## src/rtl/tmr_pkg.sv

```systemverilog
package tmr_pkg;
    typedef enum logic [1:0] {
        REG_CTRL  = 2'd0,
        REG_LOAD  = 2'd1,
        REG_COUNT = 2'd2,
        REG_IRQ   = 2'd3
    } tmr_reg_e;

    localparam int CTRL_RUN    = 0;
    localparam int CTRL_RELOAD = 1;
    localparam int CTRL_LDNOW  = 2;
    localparam int IRQ_STAT    = 0;
    localparam int IRQ_EN      = 1;
endpackage

```

## src/rtl/tmr_core.sv

```systemverilog
module tmr_core
    import tmr_pkg::*;
#(
    parameter int WIDTH = 32
) (
    input  logic             clk,
    input  logic             rst_n,
    input  logic             ctrl_we,
    input  logic             load_we,
    input  logic             cnt_we,
    input  logic [WIDTH-1:0] wdata,
    output logic [WIDTH-1:0] cnt_q,
    output logic [WIDTH-1:0] ld_q,
    output logic             run_q,
    output logic             rel_q,
    output logic             ovf
);
    localparam logic [WIDTH-1:0] ALL_ONES = {WIDTH{1'b1}};

    typedef struct packed {
        logic [WIDTH-1:0] cnt;
        logic [WIDTH-1:0] ld;
        logic             run;
        logic             rel;
    } core_s;

    core_s st_d, st_q;
    logic  ldnow;
    logic  tick;

    always_comb begin
        st_d  = st_q;
        ldnow = ctrl_we & wdata[CTRL_LDNOW];
        tick  = st_q.run & ~cnt_we & ~ldnow;
        ovf   = tick & (st_q.cnt == ALL_ONES);

        if (load_we) begin
            st_d.ld = wdata;
        end
        if (tick) begin
            if (ovf) begin
                if (st_q.rel) begin
                    st_d.cnt = st_q.ld;
                end else begin
                    st_d.cnt = '0;
                    st_d.run = 1'b0;
                end
            end else begin
                st_d.cnt = st_q.cnt + WIDTH'(1);
            end
        end
        if (ctrl_we) begin
            st_d.run = wdata[CTRL_RUN];
            st_d.rel = wdata[CTRL_RELOAD];
        end
        if (ldnow) begin
            st_d.cnt = st_q.ld;
        end
        if (cnt_we) begin
            st_d.cnt = wdata;
        end
    end

    always_ff @(posedge clk or negedge rst_n) begin
        if (!rst_n) begin
            st_q <= '0;
        end else begin
            st_q <= st_d;
        end
    end

    assign cnt_q = st_q.cnt;
    assign ld_q  = st_q.ld;
    assign run_q = st_q.run;
    assign rel_q = st_q.rel;
endmodule

```

## src/rtl/tmr_irq.sv

```systemverilog
module tmr_irq (
    input  logic clk,
    input  logic rst_n,
    input  logic ovf,
    input  logic irq_we,
    input  logic clr_bit,
    input  logic en_bit,
    output logic stat_q,
    output logic en_q,
    output logic irq
);
    typedef struct packed {
        logic stat;
        logic en;
    } irq_s;

    irq_s st_d, st_q;

    always_comb begin
        st_d = st_q;
        if (irq_we) begin
            st_d.en = en_bit;
            if (clr_bit) begin
                st_d.stat = 1'b0;
            end
        end
        if (ovf) begin
            st_d.stat = 1'b1;
        end
    end

    always_ff @(posedge clk or negedge rst_n) begin
        if (!rst_n) begin
            st_q <= '0;
        end else begin
            st_q <= st_d;
        end
    end

    assign stat_q = st_q.stat;
    assign en_q   = st_q.en;
    assign irq    = st_q.stat & st_q.en;
endmodule

```

## src/rtl/tmr_rdmux.sv

```systemverilog
module tmr_rdmux
    import tmr_pkg::*;
#(
    parameter int WIDTH = 32
) (
    input  logic [1:0]       addr,
    input  logic [WIDTH-1:0] cnt_q,
    input  logic [WIDTH-1:0] ld_q,
    input  logic             run_q,
    input  logic             rel_q,
    input  logic             stat_q,
    input  logic             en_q,
    output logic [WIDTH-1:0] rdata
);
    localparam int PAD = WIDTH - 2;

    always_comb begin
        case (tmr_reg_e'(addr))
            REG_CTRL:  rdata = {{PAD{1'b0}}, rel_q, run_q};
            REG_LOAD:  rdata = ld_q;
            REG_COUNT: rdata = cnt_q;
            default:   rdata = {{PAD{1'b0}}, en_q, stat_q};
        endcase
    end
endmodule

```

## src/rtl/gp_uptimer.sv

```systemverilog
module gp_uptimer
    import tmr_pkg::*;
#(
    parameter int WIDTH = 32
) (
    input  logic             clk,
    input  logic             rst_n,
    input  logic             bus_sel,
    input  logic             bus_wr,
    input  logic [1:0]       bus_addr,
    input  logic [WIDTH-1:0] bus_wdata,
    output logic [WIDTH-1:0] bus_rdata,
    output logic             irq
);
    logic             wr_en;
    logic             ctrl_we, load_we, cnt_we, irq_we;
    logic [WIDTH-1:0] cnt_q, ld_q;
    logic             run_q, rel_q, ovf, stat_q, en_q;

    assign wr_en   = bus_sel & bus_wr;
    assign ctrl_we = wr_en & (bus_addr == REG_CTRL);
    assign load_we = wr_en & (bus_addr == REG_LOAD);
    assign cnt_we  = wr_en & (bus_addr == REG_COUNT);
    assign irq_we  = wr_en & (bus_addr == REG_IRQ);

    tmr_core #(.WIDTH(WIDTH)) u_core (
        .clk     (clk),
        .rst_n   (rst_n),
        .ctrl_we (ctrl_we),
        .load_we (load_we),
        .cnt_we  (cnt_we),
        .wdata   (bus_wdata),
        .cnt_q   (cnt_q),
        .ld_q    (ld_q),
        .run_q   (run_q),
        .rel_q   (rel_q),
        .ovf     (ovf)
    );

    tmr_irq u_irq (
        .clk     (clk),
        .rst_n   (rst_n),
        .ovf     (ovf),
        .irq_we  (irq_we),
        .clr_bit (bus_wdata[IRQ_STAT]),
        .en_bit  (bus_wdata[IRQ_EN]),
        .stat_q  (stat_q),
        .en_q    (en_q),
        .irq     (irq)
    );

    tmr_rdmux #(.WIDTH(WIDTH)) u_rdmux (
        .addr   (bus_addr),
        .cnt_q  (cnt_q),
        .ld_q   (ld_q),
        .run_q  (run_q),
        .rel_q  (rel_q),
        .stat_q (stat_q),
        .en_q   (en_q),
        .rdata  (bus_rdata)
    );
endmodule

```

## config.mk

```make
export PLATFORM = sky130hd
export DESIGN_NAME = gp_uptimer
export DESIGN_NICKNAME = d
export VERILOG_FILES = /design/src/rtl/tmr_pkg.sv /design/src/rtl/tmr_core.sv /design/src/rtl/tmr_irq.sv /design/src/rtl/tmr_rdmux.sv /design/src/rtl/gp_uptimer.sv
export SDC_FILE = /design/constraint.sdc
export NUM_CORES = 1
export LEC_CHECK = 0
export BUFFER_PORTS_ARGS = -buffer_cell sky130_fd_sc_hd__buf_4
export CELL_PAD_IN_SITES_DETAIL_PLACEMENT = 0
export CELL_PAD_IN_SITES_GLOBAL_PLACEMENT = 1
export CORE_AREA = 2 2 108 110
export CTS_BUF_LIST = sky130_fd_sc_hd__clkbuf_2 sky130_fd_sc_hd__clkbuf_4 sky130_fd_sc_hd__clkbuf_8
export CTS_CLUSTER_DIAMETER = 80
export CTS_CLUSTER_SIZE = 16
export DETAILED_ROUTE_END_ITERATION = 12
export DIE_AREA = 0 0 110 112
export HOLD_SLACK_MARGIN = 0.05
export PLACE_DENSITY_LB_ADDON = 0.1
export REMOVE_ABC_BUFFERS = 1
export SYNTH_ARGS = -nofsm -noshare
export SYNTH_HDL_FRONTEND = slang
export SYNTH_SLANG_ARGS = --single-unit
```

## constraint.sdc

```tcl
create_clock -name clk -period 3.1 [get_ports clk]
set_clock_uncertainty 0.1 [all_clocks]
set_input_delay 0.31 -clock clk [delete_from_list [all_inputs] [get_ports clk]]
set_output_delay 0.31 -clock clk [all_outputs]
set_load 0.01 [all_outputs]
```

# Yosys cells after proc, flatten, opt, wreduce, memory -nomap -nowiden

Index checks and enable logic that the tools add are counted.
Widths: inputs -> output; s select.

Register bits: 68
Bits of input ports: 38
Output and inout bits: 33
Word-level logic and storage cells: 45

Add/sub/neg operators: 1
Equal/unequal tests: 5
Muxes and demuxes: 13
Bitwise operators: 12
Reduce and logical (&&, ||, !) cells: 8

Operator list:

| kind                  | number |
|---|---|
| $mux 32               | 5 |
| $pmux 32 s3           | 1 |
| $add 32x1->32 const B | 1 |
| $eq 32x32->1 const B  | 1 |
| $and 1x1->1           | 10 |
| $reduce_bool 2->1     | 4 |
| $mux 1                | 5 |
| $eq 2x2->1 const B    | 2 |
| $mux 2                | 2 |
| $reduce_and 3->1      | 1 |
| $reduce_bool 3->1     | 1 |
| $eq 2x1->1 const B    | 1 |
| $logic_not 2->1       | 1 |
| $ne 2x1->1 const B    | 1 |
| $not 1->1             | 2 |
| $reduce_and 2->1      | 1 |

# Depth between registers and ports, before layout

Depth after elaboration: 10
Gate-level depth with buffers: 10
Depth with buffers taken out: 7

# Modules after synthesis

A second synthesis with hierarchy kept.

Cell total of the unflattened synthesis: 440
Area, all modules: 4391.7 um2

By module, submodules not included:

| module     | instances | cells each | area an instance (um2) | sequential area each (um2) |
|---|---|---|---|---|
| tmr_core   | 1         | 390        | 3862.5                 | 1651.6 |
| tmr_rdmux  | 1         | 40         | 401.6                  | 0.0 |
| tmr_irq    | 1         | 6          | 82.6                   | 50.0 |
| gp_uptimer | 1         | 4          | 45.0                   | 0.0 |

# Worst setup path after synthesis

Ideal clock, no wire load.

Path type: input to register
From: input port bus_addr[0]
To: register u_core.st_q (netlist bit u_core.cnt_q[1])
Setup time: 0.082 ns
Arrival time: 2.070 ns
Data required time: 2.918 ns
Path slack: 0.848 ns
Stages on the path: 10
Path buffers: 4
Cells stage by stage: buf_4 > and3b_1 > buf_6 > a2111o_1 > nor4_4 > or2_1 > buf_6 > buf_8 > nand2_1 > a31oi_1

Longest elaborated chain between the ends: 10
Elaborated cells on any way between the ends: 15
Classes of those cells: eq/ne: 1; mux: 4; bitwise: 8; reduce/logical: 2

RTL lines:

| element                                       | line                               | text |
|---|---|---|
| start, declared                               | gp_uptimer.sv:10                   | `input logic [1:0] bus_addr,` |
| $eq 2x2->1 or $logic_not 2->1 (tied branches) | gp_uptimer.sv:23, gp_uptimer.sv:21 |  |
| $and 1x1->1, on equally long branches         | gp_uptimer.sv:23, gp_uptimer.sv:21 |  |
| $not 1->1 or $and 1x1->1 (tied branches)      | tmr_core.sv:34, tmr_core.sv:33     |  |
| $and 1x1->1 or $not 1->1 (tied branches)      | tmr_core.sv:34                     | `tick = st_q.run & ~cnt_we & ~ldnow;` |
| $and 1x1->1                                   | tmr_core.sv:34                     |  |
| $and 1x1->1                                   | tmr_core.sv:35                     | `ovf = tick & (st_q.cnt == ALL_ONES);` |
| $mux 32                                       | tmr_core.sv:41                     | `if (ovf) begin` |
| $mux 32                                       | tmr_core.sv:40                     | `if (tick) begin` |
| $mux 32                                       | tmr_core.sv:56                     | `if (ldnow) begin` |
| $mux 32                                       | tmr_core.sv:59                     | `if (cnt_we) begin` |
| end signal, assigned                          | tmr_core.sv:68                     | `st_q <= st_d;` |
| end, declared                                 | tmr_core.sv:27                     | `core_s st_d, st_q;` |

Parallel ways exist; a longest one is shown, timed or not. The select of a mux whose other input is x is not followed.
A chain may end at the register's enable or synchronous reset.

# Worst setup path in the final report

From: register u_core.st_q (netlist bit u_core.cnt_q[26])
To: register u_core.st_q (netlist bit u_core.cnt_q[12])

Longest elaborated chain between the ends: 6

RTL lines:

| element      | line |
|---|---|
| $eq 32x32->1 | tmr_core.sv:35 |
| $and 1x1->1  | tmr_core.sv:35 |
| $mux 32      | tmr_core.sv:41 |
| $mux 32      | tmr_core.sv:40 |
| $mux 32      | tmr_core.sv:56 |
| $mux 32      | tmr_core.sv:59 |

No other way between the ends. The select of a mux whose other input is x is not followed.

==> reports/results.txt <==
Outcome: complete, no violations
Min-Delay Path Class: in -> reg
Synth Instances: 460
Post-synth EDFFs: 0
Synth unique cells: 62
First-pass GRT wire length: 24200 um
Ys Warns: 0
Die area: 12300 um2
Async SR Flop Fraction: 1.00
Post-CTS setup buffer count: 0
Cts bufs inserted: 9
Crit path kind: reg -> reg
Clock tree buffer depth: 2
GRT Total Usage: 0.261
H-tree depth: 3
Drt first pass iters: 5
# setup viols final: 0
Pwr Density: 676 nW/um2
FMAX: 369 MHz
Sequential area share after synthesis: 0.386
CTS tree: yes
Core area: 11200 um2
Post-CTS Hold Fix Bufs: 1
Largest cells by area after synthesis: dfrtp_1 (39%), mux2_2 (8.7%), a22o_1 (6.4%)
Final TNS setup: 0 ns
Final period util: 0.873
Critical-path cell list: nand4_1 > a2111o_1 > nor4_4 > or2_1 > buf_4 > a221oi_1 > nor2_1
Leakage: 2.35 nW
Max-slew violations: 0
Largest net degree at the start of global routing: 69
Starting density of the core: 0.394
Post-cts sizing count: 0
Data required, critical path: 3.29 ns
Proportion of layout cells with a drive suffix above 1: 0.291
Slew margin rel.: 0.394
Avg Cell Area, Syn: 9.58 um2
Hpwl dp: 11000 um
Residual DRC count: 0
RePlAce Congestion: 0.891
Fin crit period: 2.71 ns
Non-Filler Instances: 683
CTS Root Cell: clkbuf_8
Die X-Extent: 110 um
Vias in the first global route: 4210
DRT iter0 DRCs: 275
Slowest-stage cell, CP: or2_1
RSZ-0062 raised after global routing: false
Via Count: 4245
Avg WL per Cell: 22.9 um
CP peak stage delay: 0.54 ns
Placed Cells: 665
Synthesized area: 4410 um2
Synth area leader: dfrtp_1
Ports: 71
Max cap viols: 0
Worst skew pair latency: 0.36 ns
Max rail drop VDD: 0.000278 V
Clock transition at path regs: 0.08 ns
Initial antenna violation count: 1
Synth top area share: 0.386
Power Total: 3.67 mW
NumNets Final: 573
Tightest Pin Transition: 0.908 ns
Commonest non-fill, non-tap cell in the layout: buf_4
#FFs+latches synth: 68
Critical path peak fanout: 12
# rows: 39
Final Hold Fails: 0
Most frequent cells in the layout: buf_4 (96), dfrtp_1 (68), nand2_1 (46)
Die H: 112 um
Antenna viol nets, final: 0
Num Clock Sinks: 68
Synth-to-Final Area Change: 23.1%
Port bufs: 70
Total Wirelength: 15700 um
Critical path launch point type: flip-flop
Arr. time, crit path: 2.90 ns
Vias per inst: 6.22
Top FF cell, synth: dfrtp_1
Crit end category: flip-flop
Grt ovf: 0
==> worst max-delay path: cells and delay by family, from the launching register on <==
family / cells / cell delay (ns)
simple gates: 4 / 1.20
compound gates: 2 / 0.57
flops: 1 / 0.51
buf+inv: 1 / 0.26
==> per-stage QoR <==
step	hold slack [ns]	util	instance area, um2	setup slack, ns
6_report	0.0937	0.486	5430	0.394
3_5_place_dp	0.406	0.462	5160	0.438
5_1_grt	0.0882	0.485	5420	0.221
4_1_cts	0.0865	0.485	5420	0.412
3_3_place_gp	0.407	0.462	5160	0.493
2_1_floorplan	-0.0856	-	4230	0.807
==> cells by family (layout without fill, tap and decap cells) <==
group	count (synthesis)	count (layout)	share of synthesized area
muxes	41	41	0.110
other	0	1	0
AOI/OAI and AO/OA	134	134	0.238
DFF	68	68	0.386
adders and majority gates	1	1	0.00284
buffers and inverters	38	117	0.0420
and+or+nand+nor	161	161	0.187
xor gates and xnor gates	17	17	0.0338
==> worst paths after layout <==
kind	startpoint	end	slack [ns]	cells past startpoint
setup / recovery	u_core.cnt_q[26]	u_core.cnt_q[12]	0.39	7
hold / removal	bus_wdata[24]	u_core.ld_q[24]	0.09	2
setup reg to reg	u_core.cnt_q[26]	u_core.cnt_q[12]	0.39	7
hold reg to reg	u_irq.en_q	u_irq.en_q	0.44	1
max in group asynchronous	rst_n	u_core.cnt_q[2]	1.79	2
min in group asynchronous	rst_n	u_core.ld_q[16]	0.53	2
==> registers in the layout, summed over array words and instances (netlist names) <==
signal        count
u_core.cnt_q     32
u_irq.stat_q      1
u_core.ld_q      32
u_core.rel_q      1
u_core.run_q      1
u_irq.en_q        1
==> cells in the mapped netlist, types with 4 or more instances <==
cell type and instances:
o211ai_1 8, a222oi_1 8, dfrtp_1 68, nand2_1 46, nor2_1 35, a31oi_1 5
a22o_1 32, xnor2_1 9, o21ai_0 12, and2_1 7, nand3_1 18, and3_1 15
nor4_1 4, xor2_1 8, a221oi_1 6, a21oi_1 12, and4_1 5, nand4_1 16
mux2i_1 4, clkbuf_1 26, mux2_2 34, o31ai_1 11, o2111ai_1 4, o22ai_1 12
==> final cells by class <==
type                       count  area (um2)
antenna                        1        2.50
clock buffer                  12         159
clock inverter                 4        95.1
fill                        1103        5750
inverter                       3        11.3
multi-input combinational    354        2530
sequential                    68        1700
tap                          143         179
timing repair buffer          98         751
==> power by group <==
group | internal, mW | switching [mW] | leakage (nW)
combinational | 0.611 | 0.588 | 1.42
sequential | 1.14 | 0.378 | 0.801
clock | 0.587 | 0.362 | 0.130
total | 2.34 | 1.33 | 2.35
==> routing by layer <==
layer | track usage | share of wire | up-vias
met1 | 0.370 | 0.45 | 2124
met2 | 0.405 | 0.47 | 167
li1 | - | - | 1939
met5 | 0 | 0 | -
met3 | 0.0498 | 0.069 | 15
met4 | 0.0751 | 0.013 | 0
Power figures use the tool's default switching activity.
